## config.mk

```make
export PLATFORM = sky130hd
export DESIGN_NAME = det_dual_edge_ff
export DESIGN_NICKNAME = d
export VERILOG_FILES = /design/src/rtl/det_fredkin_pkg.sv /design/src/rtl/det_d_split.sv /design/src/rtl/det_half_latch.sv /design/src/rtl/det_dual_edge_ff.sv
export SDC_FILE = /design/constraint.sdc
export NUM_CORES = 1
export LEC_CHECK = 0
export BUFFER_PORTS_ARGS = -buffer_cell sky130_fd_sc_hd__buf_4
export CAP_MARGIN = 30
export CORE_MARGIN = 3
export CORE_UTILIZATION = 34
export CTS_CLUSTER_DIAMETER = 150
export DETAILED_ROUTE_END_ITERATION = 7
export HOLD_SLACK_MARGIN = 0.02
export MAX_ROUTING_LAYER = met4
export PLACE_DENSITY_LB_ADDON = 0.08
export SETUP_SLACK_MARGIN = 0.5
export SLEW_MARGIN = 25
export SYNTH_ARGS = -nofsm -noshare
export SYNTH_HDL_FRONTEND = slang
export SYNTH_HIERARCHICAL = 1
export SYNTH_SLANG_ARGS = --single-unit
```

## constraint.sdc

```tcl
create_clock -name clk_i -period 1.3 [get_ports clk_i]
set_input_delay 0.195 -clock clk_i [delete_from_list [all_inputs] [get_ports clk_i]]
set_output_delay 0.195 -clock clk_i [all_outputs]
set_load 0.1 [all_outputs]
```

## src/rtl/det_fredkin_pkg.sv

```systemverilog
package det_fredkin_pkg;

  // Loop control encodings: bit 0 is the low constant, bit 1 the high constant.
  localparam logic [1:0] MODE_RUN  = 2'b10;
  localparam logic [1:0] MODE_ZERO = 2'b00;
  localparam logic [1:0] MODE_ONE  = 2'b11;

  // Controlled swap, straight output: a when c is 0, b when c is 1.
  function automatic logic cswap_pass(input logic c, input logic a, input logic b);
    return c ? b : a;
  endfunction

  // Controlled swap, crossed output: b when c is 0, a when c is 1.
  function automatic logic cswap_cross(input logic c, input logic a, input logic b);
    return c ? a : b;
  endfunction

endpackage

```

## src/rtl/det_d_split.sv

```systemverilog
module det_d_split #(
  parameter int WIDTH = 4
) (
  input  logic [WIDTH-1:0] d_i,
  output logic [WIDTH-1:0] to_pos_o,
  output logic [WIDTH-1:0] to_neg_o
);
  import det_fredkin_pkg::*;

  // One swap gate per bit: the control line passes through as one copy, and
  // constant 0/1 inputs steered by it rebuild a second copy without fanout.
  for (genvar b = 0; b < WIDTH; b++) begin : g_bit
    assign to_pos_o[b] = d_i[b];
    assign to_neg_o[b] = cswap_pass(d_i[b], 1'b0, 1'b1);
  end
endmodule

```

## src/rtl/det_half_latch.sv

```systemverilog
module det_half_latch #(
  parameter int WIDTH  = 4,
  parameter bit POS_EN = 1'b1
) (
  input  logic             clk_i,
  input  logic             rst_i,
  input  logic             e_i,
  input  logic [WIDTH-1:0] d_i,
  input  logic [1:0]       mode_i,
  output logic [WIDTH-1:0] store_o,
  output logic [WIDTH-1:0] loop_o
);
  import det_fredkin_pkg::*;

  logic [WIDTH-1:0] state_q;
  logic [WIDTH-1:0] state_d;

  for (genvar b = 0; b < WIDTH; b++) begin : g_bit
    // Capture gate: the enable steers between the data and the feedback.
    if (POS_EN) begin : g_high
      assign state_d[b] = cswap_pass(e_i, loop_o[b], d_i[b]);
    end else begin : g_low
      assign state_d[b] = cswap_pass(e_i, d_i[b], loop_o[b]);
    end
    // Loop gate: the stored bit steers between the two mode constants.
    assign loop_o[b] = cswap_pass(state_q[b], mode_i[0], mode_i[1]);
  end

  always_ff @(posedge clk_i) begin
    if (rst_i) state_q <= '0;
    else       state_q <= state_d;
  end

  assign store_o = state_q;
endmodule

```

## src/rtl/det_dual_edge_ff.sv

```systemverilog
module det_dual_edge_ff #(
  parameter int WIDTH = 4
) (
  input  logic             clk_i,
  input  logic             rst_i,
  input  logic [WIDTH-1:0] d_i,
  input  logic             e_i,
  input  logic [1:0]       pos_mode_i,
  input  logic [1:0]       neg_mode_i,
  output logic [WIDTH-1:0] q_o,
  output logic [WIDTH-1:0] pos_store_o,
  output logic [WIDTH-1:0] neg_store_o,
  output logic [WIDTH-1:0] pos_loop_o,
  output logic [WIDTH-1:0] neg_loop_o
);
  import det_fredkin_pkg::*;

  logic [WIDTH-1:0] d_pos, d_neg, q_d, q_r;

  det_d_split #(.WIDTH(WIDTH)) u_split (
    .d_i(d_i), .to_pos_o(d_pos), .to_neg_o(d_neg)
  );

  det_half_latch #(.WIDTH(WIDTH), .POS_EN(1'b1)) u_high (
    .clk_i(clk_i), .rst_i(rst_i), .e_i(e_i), .d_i(d_pos),
    .mode_i(pos_mode_i), .store_o(pos_store_o), .loop_o(pos_loop_o)
  );

  det_half_latch #(.WIDTH(WIDTH), .POS_EN(1'b0)) u_low (
    .clk_i(clk_i), .rst_i(rst_i), .e_i(e_i), .d_i(d_neg),
    .mode_i(neg_mode_i), .store_o(neg_store_o), .loop_o(neg_loop_o)
  );

  // Output gate forwards the latch that is holding: the low side while the
  // enable is high, the high side while it is low.
  for (genvar b = 0; b < WIDTH; b++) begin : g_out
    assign q_d[b] = cswap_pass(e_i, pos_store_o[b], neg_store_o[b]);
  end

  always_ff @(posedge clk_i) begin
    if (rst_i) q_r <= '0;
    else       q_r <= q_d;
  end

  assign q_o = q_r;
endmodule

```

==> results of run 1 <==
-- per-layer routing --
layer | wire, microns | GRT usage [%]
met4 | 16 | 1.42
met1 | 820 | 19.2
met5 | 0 | -
met2 | 1120 | 29.0
met3 | 89 | 4.89
-- state kept, by name, indices dropped and copies added, names as in the netlist --
name and flops:
q_o 4, u_high/store_o 4, u_low/store_o 4
-- synthesized netlist by cell type --
library cell   n
dfxtp_1       12
buf_4          8
mux2_4         8
mux2i_1        4
nor2_1         4
o211a_1        4
o21a_1         4
o21ba_2        4
inv_1          2
nand2b_1       2
or2b_1         2
clkbuf_2       1
-- critical path: stages, from the launching register on --
cell	delay, ns
dfxtp_4	0.36
mux2_4	0.33
buf_12	0.17
-- per-stage QoR --
| stage | util, % | hold WS [ns] | worst slack [ns] |
|---|---|---|---|
| after detailed placement | 53.4 | 0.415 | 0.222 |
| after floorplan | - | 0.258 | -0.0518 |
| after global placement | 53.4 | 0.415 | 0.215 |
| after global routing | 84.1 | 0.119 | -0.0733 |
| after CTS | 77.6 | 0.121 | -0.0121 |
| final | 84.1 | 0.126 | -0.0311 |
-- what timing repair did --
| action | in CTS | in global routing |
|---|---|---|
| setup buffers | 13 | 8 |
| gates cloned | 0 | 0 |
| setup endpoints to repair | 28 | 32 |
| pin swaps | 2 | 3 |
| resized for setup | 64 | 12 |
-- cells by family (layout without fill, tap and decap cells) --
group                  Yosys count  in the layout  synth area share, %
AO/OA/AOI/OAI                   12             12                 17.6
multiplexers                    12             12                 25.6
flip-flops                      12             12                 38.4
buffers and inverters           11             57                 11.6
AND/OR/NAND/NOR                  8              8                 6.80
-- path summary, 6_finish.rpt --
check | startpoint | depth (start not counted) | slack, ns | end
setup / recovery | u_low/store_o[0] | 2 | -0.03 | neg_loop_o[0]
hold / removal | rst_i | 2 | 0.13 | q_o[3]
setup reg to reg | u_low/store_o[0] | 4 | 0.13 | u_low/store_o[0]
hold reg to reg | u_high/store_o[2] | 3 | 0.65 | q_o[2]
-- power by group --
group | total (mW) | leakage, nW | switching, mW | internal, mW
sequential | 0.413 | 0.107 | 0.0237 | 0.390
clock | 0.245 | 0.0154 | 0.133 | 0.111
combinational | 0.848 | 0.522 | 0.492 | 0.356
-- cell type report --
cell class	instances	area (sq um)	share of cell area, %
clock inverters	1	3.75	0.277
multi-input cells	32	317	23.4
flip-flops and latches	12	285	21.1
well taps	24	30.0	2.22
clock buffers	3	22.5	1.66
repair buffers	51	689	50.9
inverters	2	7.51	0.554
==> out/metrics.cfg, run 1 <==
[power_and_ir_drop]
power.total_mw=1.51
ir_drop_mv=0.940
power_density_mw_per_mm2=1110
cellLeakagePower_nw=0.644

[logic_synthesis]
synth_area_leader_cell=dfxtp_1
synth_cell_types=12
synth.top_cell.area_share_pct=38.4
synth-seq-cells=12
synth.yosys.seq_area_share_pct=38.4
syn_inst=55
syn_area_sq_um=626
yosys_warnings=6
synthesis.nets=66
avgSynthCellArea_sq_um=11.4
synthTopCellsByArea=dfxtp_1 (38%), mux2_4 (19%), buf_4 (9.6%)

[timing]
worst_slack_ns=-0.0311
drv_slew=0
tightest_slew_ns=0.169
fin_crit_sh_pct=102
fmaxAchievable_ghz=0.751
finalHoldViolations=0
slew_headroom_pct=88.4
rsz0062_at_grt=true
skew_ns=0.00928
setup_viol=8
tns_ns=-0.189
min_period_ns=1.33

[cells_and_area]
area_delta_synth_final_pct=117
final_cell_mix=buf_12 (20), buf_4 (16), buf_6 (15)
nFillCells=85
mostFrequentLayoutCell=buf_12
finalNetCount=113
fin_area_sq_mm=0.00136
diodes=0
drive_above_1_share_pct=78.2
stdcell_count=125

[floorplanning]
initial_core_util_pct=38.8
dieHeight_microns=48.9
fp.dieW_microns=48.9
pin_count=31
dieArea_sq_mm=0.00239
coreArea_sq_mm=0.00161
fp-row-count=14

[route]
ant_nets=0
drtIter0Drc=9
drc=0
dr.pass1.iters=4
vias_per_cell=4.77
vias=596
drt-total-wl_microns=2040
wl_per_cell_microns=16.3

[global_routing]
grt_usage_pct=16.5
grt-ovfl-total=0
antenna_found_initial=0
grt_max_degree=18
grt_pass1_wl_microns=2970
first_global_vias=578

[worst_setup_path]
crit_type=register to output pin
cp-end-kind=output pin
arrival_ns=1.14
crit_path_max_fanout=2
critPathRequiredTime_ns=1.11
startpoint_type=register

[placement]
dpl_cell_area_sq_um=861
dp_hpwl_microns=1050
placed_cells=100
gp_congestion=0.733
io_buffers=30

[clock_network]
ctsHtreeMaxLevel=1
cts-hold-fix-buffers=0
clk_latency_ns=0.28
clockBufferDepth=2
cts_tree=done
path_clk_slew_ns=0.08
cts_sinks=12
cts_inserted_buffers=3
root_buffer=clkbuf_4

[status]
outcome=complete, but fails checks
violations=setup timing

[worst_hold_path]
hold_class=primary input to register

[run]
cap_violations=0

Note: power is estimated with default switching activity, not from simulation.
==> run 2, diff against run 1 <==
- CORE_ASPECT_RATIO: default -> 1.1
==> run 2 against run 1 <==
  * The run still ends with setup timing left
  * Via count shrank 7.9%
  * Die area barely moved
  * Final area decreased by 5.4%
  * Sequential power about the same
  * Routed wire length down 14%
  * Clock power fell by 6%
  * Global-route usage shrank 0.34 points
  * Final cell count shrank 9.6%
==> out/metrics.cfg, run 2 (synthesis results as in run 1) <==
[floorplanning]
pin_count=31
fp-row-count=15
dieHeight_microns=51.0
initial_core_util_pct=37.9
fp.dieW_microns=46.9
dieArea_sq_mm=0.00239
coreArea_sq_mm=0.00165

[worst_setup_path]
slowest_stage=dfxtp_4
startpoint_type=register
cp-end-kind=output pin
r2r_end=u_high/store_o[0]
arrival_ns=1.12
cp_slowest_stage_delay_ns=0.35
critPathRequiredTime_ns=1.11
reg2reg_depth=3
r2r_start=u_high/store_o[0]
reg2reg_slack_ns=0.22
crit_type=register to output pin
crit_chain=mux2_4, buf_12
crit_path_max_fanout=2

[global_routing]
antenna_found_initial=0
grt_pass1_wl_microns=2630
grt_usage_pct=16.1
first_global_vias=555
grt-ovfl-total=0
grt_max_degree=18

[timing]
slew_headroom_pct=88.5
setup_viol=6
min_period_ns=1.31
finalHoldViolations=0
skew_ns=0.000264
worst_slack_ns=-0.0134
drv_slew=0
fin_crit_sh_pct=101
tns_ns=-0.0510
tightest_slew_ns=0.168
rsz0062_at_grt=true
fmaxAchievable_ghz=0.761

[cells_and_area]
finalNetCount=108
multi_input_area_sq_um=313
mostFrequentLayoutCell=buf_12
finish.utilization_pct=77.7
area_delta_synth_final_pct=105
diodes=0
seq_area_sq_um=285
nFillCells=96
final_cell_mix=buf_12 (20), buf_4 (17), dfxtp_4 (12)
drive_above_1_share_pct=76.0

[route]
wl_per_cell_microns=15.6
routed-wl-met3_microns=94
vias_per_cell=4.86
ant_nets=0
wl_met1_microns=684
wl_met2_microns=973
dr.pass1.iters=3
vias=549
drtIter0Drc=2
routed.top_layer=met4
drc=0
drt-total-wl_microns=1760

[clock_network]
cts_sinks=12
clockBufferDepth=2
cts-hold-fix-buffers=0
ctsHtreeMaxLevel=1
clk_latency_ns=0.27
root_buffer=clkbuf_4
cts_inserted_buffers=3
cts_tree=done
path_clk_slew_ns=0.07

[power_and_ir_drop]
ir_drop_mv=0.762
power_density_mw_per_mm2=1130
cellLeakagePower_nw=0.614

[worst_hold_path]
holdPathEnd=q_o[2]
hp-start=rst_i
hold_path_depth=2
hold_class=primary input to register

[placement]
gp_congestion=0.744
dp_hpwl_microns=1090
io_buffers=30

[run]
cap_violations=0

[status]
violations=setup timing
outcome=complete, but fails checks

[run 2: cell count changes in the layout (fill, tap and decap cells not counted), sizes merged]
cell  before  now
buf       51   46
[run 2: how the worst max path moves through the flow]
stage | from | end | slack [ns] | cells past startpoint
5_1_grt | u_high/store_o[0] | pos_loop_o[0] | -0.05 | 2
3_3_place_gp | u_low/store_o[1] | neg_loop_o[1] | 0.22 | 2
4_1_cts | u_high/store_o[3] | pos_loop_o[3] | -0.02 | 2
6_report | u_low/store_o[2] | neg_loop_o[2] | -0.01 | 2
3_5_place_dp | u_low/store_o[3] | neg_loop_o[3] | 0.22 | 2
2_1_floorplan | u_high/store_o[0] | u_high/store_o[0] | -0.05 | 2
[run 2: layer usage]
layer | up-vias | track usage, %
li1 | 266 | -
met1 | 262 | 18.7
met2 | 19 | 26.2
met3 | 2 | 5.28
met4 | 0 | 4.15
met5 | - | -
[run 2: area by class of cell]
| type | instances | area share, % |
|---|---|---|
| inverter | 2 | 0.585 |
| clock inverter | 1 | 0.293 |
| multi-input combinational | 32 | 24.4 |
| timing repair buffer | 46 | 49.1 |
| sequential | 12 | 22.2 |
| tap | 17 | 1.66 |
| clock buffer | 3 | 1.76 |
[run 2: worst max-delay path: cells and delay by family (launching register included)]
family | cells | cell delay [ns]
DFF | 1 | 0.35
buffers and inverters | 1 | 0.17
muxes | 1 | 0.32
[run 2: timing repair]
action | in CTS | in global routing
setup endpoints to repair | 28 | 31
pin swaps | 3 | 4
resized for setup | 63 | 6
buffers inserted | 13 | 3
[run 2: metrics by stage]
step | worst slack, ns | area (sq um) | hold slack [ns] | power [mW] | cells
CTS | -0.0158 | 1240 | 0.130 | 1.43 | 110
floorplan | -0.0518 | 671 | 0.258 | 0.892 | 55
detailed placement | 0.220 | 852 | 0.427 | 1.00 | 93
global route | -0.0466 | 1280 | 0.131 | 1.51 | 113
finish | -0.0134 | 1280 | 0.137 | 1.45 | 113
global placement | 0.222 | 852 | 0.425 | 0.999 | 93
[run 2: report_power, final]
part | internal (mW) | switching [mW] | leakage, nW | total (mW)
registers | 0.389 | 0.0218 | 0.107 | 0.411
clock network | 0.111 | 0.120 | 0.0154 | 0.231
logic | 0.331 | 0.478 | 0.492 | 0.809
==> run 3, diff against run 2 <==
- SETUP_SLACK_MARGIN: 0.5 -> 0.1
==> run 3 against run 2 <==
  * The flow still finishes with violations (setup timing)
  * Setup slack improved by 0.010 ns
  * Sequential share of layout area rose by 2.2 points
  * Largest cell class unchanged
  * Critical path type unchanged
  * Highest routed layer unchanged
  * Sequential power fell by 1%
==> out/metrics.cfg, run 3 (synthesis results as in run 1) <==
[status]
outcome=complete, but fails checks
violations=setup timing

[cells_and_area]
fin_area_sq_mm=0.00111
finalNetCount=104
nFillCells=133
final_cell_mix=buf_4 (25), buf_12 (9), buf_6 (8), mux2_4 (8), dfxtp_4 (8)
area_delta_synth_final_pct=76.8
diodes=0
drive_above_1_share_pct=71.7
stdcell_count=109
finish.utilization_pct=67.0
mostFrequentLayoutCell=buf_4

[clock_network]
clk_latency_ns=0.27
cts_tree=done
ctsHtreeMaxLevel=1
root_buffer=clkbuf_4
path_clk_slew_ns=0.08
cts-hold-fix-buffers=0
clockBufferDepth=2
cts_inserted_buffers=3
cts_sinks=12

[timing]
fin_crit_sh_pct=100
hold-worst-slack_ns=0.146
min_period_ns=1.30
rsz0062_at_grt=true
setup_viol=3
finalHoldViolations=0
fmaxAchievable_ghz=0.767
slew_headroom_pct=81.5
tns_ns=-0.00840
worst_slack_ns=-0.00333
tightest_slew_ns=0.279
drv_slew=0
skew_ns=0.00278

[worst_setup_path]
slowest_stage=dfxtp_4
critPathRequiredTime_ns=1.11
startpoint_type=register
crit_chain=mux2_4, buf_12
cp_slowest_stage_delay_ns=0.35
reg2reg_depth=4
crit_type=register to output pin
r2r_end=u_low/store_o[3]
r2r_start=u_low/store_o[3]
reg2reg_slack_ns=0.13
cp-end-kind=output pin
crit_path_max_fanout=2
arrival_ns=1.11

[route]
drtIter0Drc=2
drt-total-wl_microns=1550
ant_nets=0
wl_per_cell_microns=14.2
vias_per_cell=4.89
dr.pass1.iters=3
drc=0
routed.top_layer=met4
wl_met1_microns=637
vias=533
routed-wl-met3_microns=71
wl_met2_microns=829

[floorplanning]
dieHeight_microns=51.0
dieArea_sq_mm=0.00239
pin_count=31
fp-row-count=15
coreArea_sq_mm=0.00165
fp.dieW_microns=46.9
initial_core_util_pct=37.9

[global_routing]
grt-ovfl-total=0
antenna_found_initial=0
grt_max_degree=18
first_global_vias=483
grt_usage_pct=14.6
grt_pass1_wl_microns=2370

[worst_hold_path]
hold_path_depth=2
hp-start=rst_i
holdPathEnd=q_o[1]
hold_class=primary input to register

[power_and_ir_drop]
power_density_mw_per_mm2=1280
ir_drop_mv=0.606
cellLeakagePower_nw=0.557

[placement]
placed_cells=93
dp_hpwl_microns=1070
dpl_cell_area_sq_um=837
gp_congestion=0.713
io_buffers=30

[run]
cap_violations=0

run 3: cell types whose count changed in the layout (fill, tap and decap cells not counted), sizes merged:
cell	before	now
clkbuf	3	4
clkinv	1	0
buf	46	42
run 3: critical path, delay by kind of cell, from the launching register on:
| family | cells | cell delay [ns] |
|---|---|---|
| buffers and inverters | 1 | 0.17 |
| flip-flops | 1 | 0.35 |
| multiplexers | 1 | 0.32 |
run 3: stage by stage:
step                power, mW  setup slack [ns]
global placement         1.00             0.218
global route             1.48           -0.0442
detailed placement       1.00             0.217
finish                   1.42          -0.00333
CTS                      1.42           -0.0144
floorplan               0.894           -0.0518
run 3: what timing repair did:
item | 4_1_cts | 5_1_grt
gates resized for setup | 31 | 4
endpoints found under the setup margin | 8 | 9
setup buffers | 10 | 2
run 3: worst max path at each step:
stage / start / to / slack, ns / cells after the start
after floorplan: u_high/store_o[0] / u_high/store_o[0] / -0.05 / 2
after global placement: u_low/store_o[1] / neg_loop_o[1] / 0.22 / 2
after detailed placement: u_low/store_o[1] / neg_loop_o[1] / 0.22 / 2
after CTS: u_high/store_o[2] / pos_loop_o[2] / -0.01 / 2
after global routing: u_high/store_o[1] / pos_loop_o[1] / -0.04 / 2
final: u_high/store_o[0] / pos_loop_o[0] / -0.003 / 2
run 3: final cells by class:
type	instances	area, sq um	area share, %
repair buffers	42	458	41.4
inverters	2	7.51	0.679
well taps	17	21.3	1.92
clock buffers	4	36.3	3.28
flip-flops and latches	12	270	24.4
multi-input cells	32	313	28.3
run 3: routing by layer:
metal  vias up  GRT usage (%)
met4         0           6.91
met3         2           3.17
li1        258              -
met1       260           17.4
met2        13           22.6
met5         -              -
run 3: power breakdown:
| part | leakage (nW) | internal (mW) | switching (mW) |
|---|---|---|---|
| sequential | 0.104 | 0.392 | 0.0154 |
| clock | 0.0210 | 0.170 | 0.124 |
| combinational | 0.431 | 0.257 | 0.463 |
| total | 0.557 | 0.819 | 0.602 |
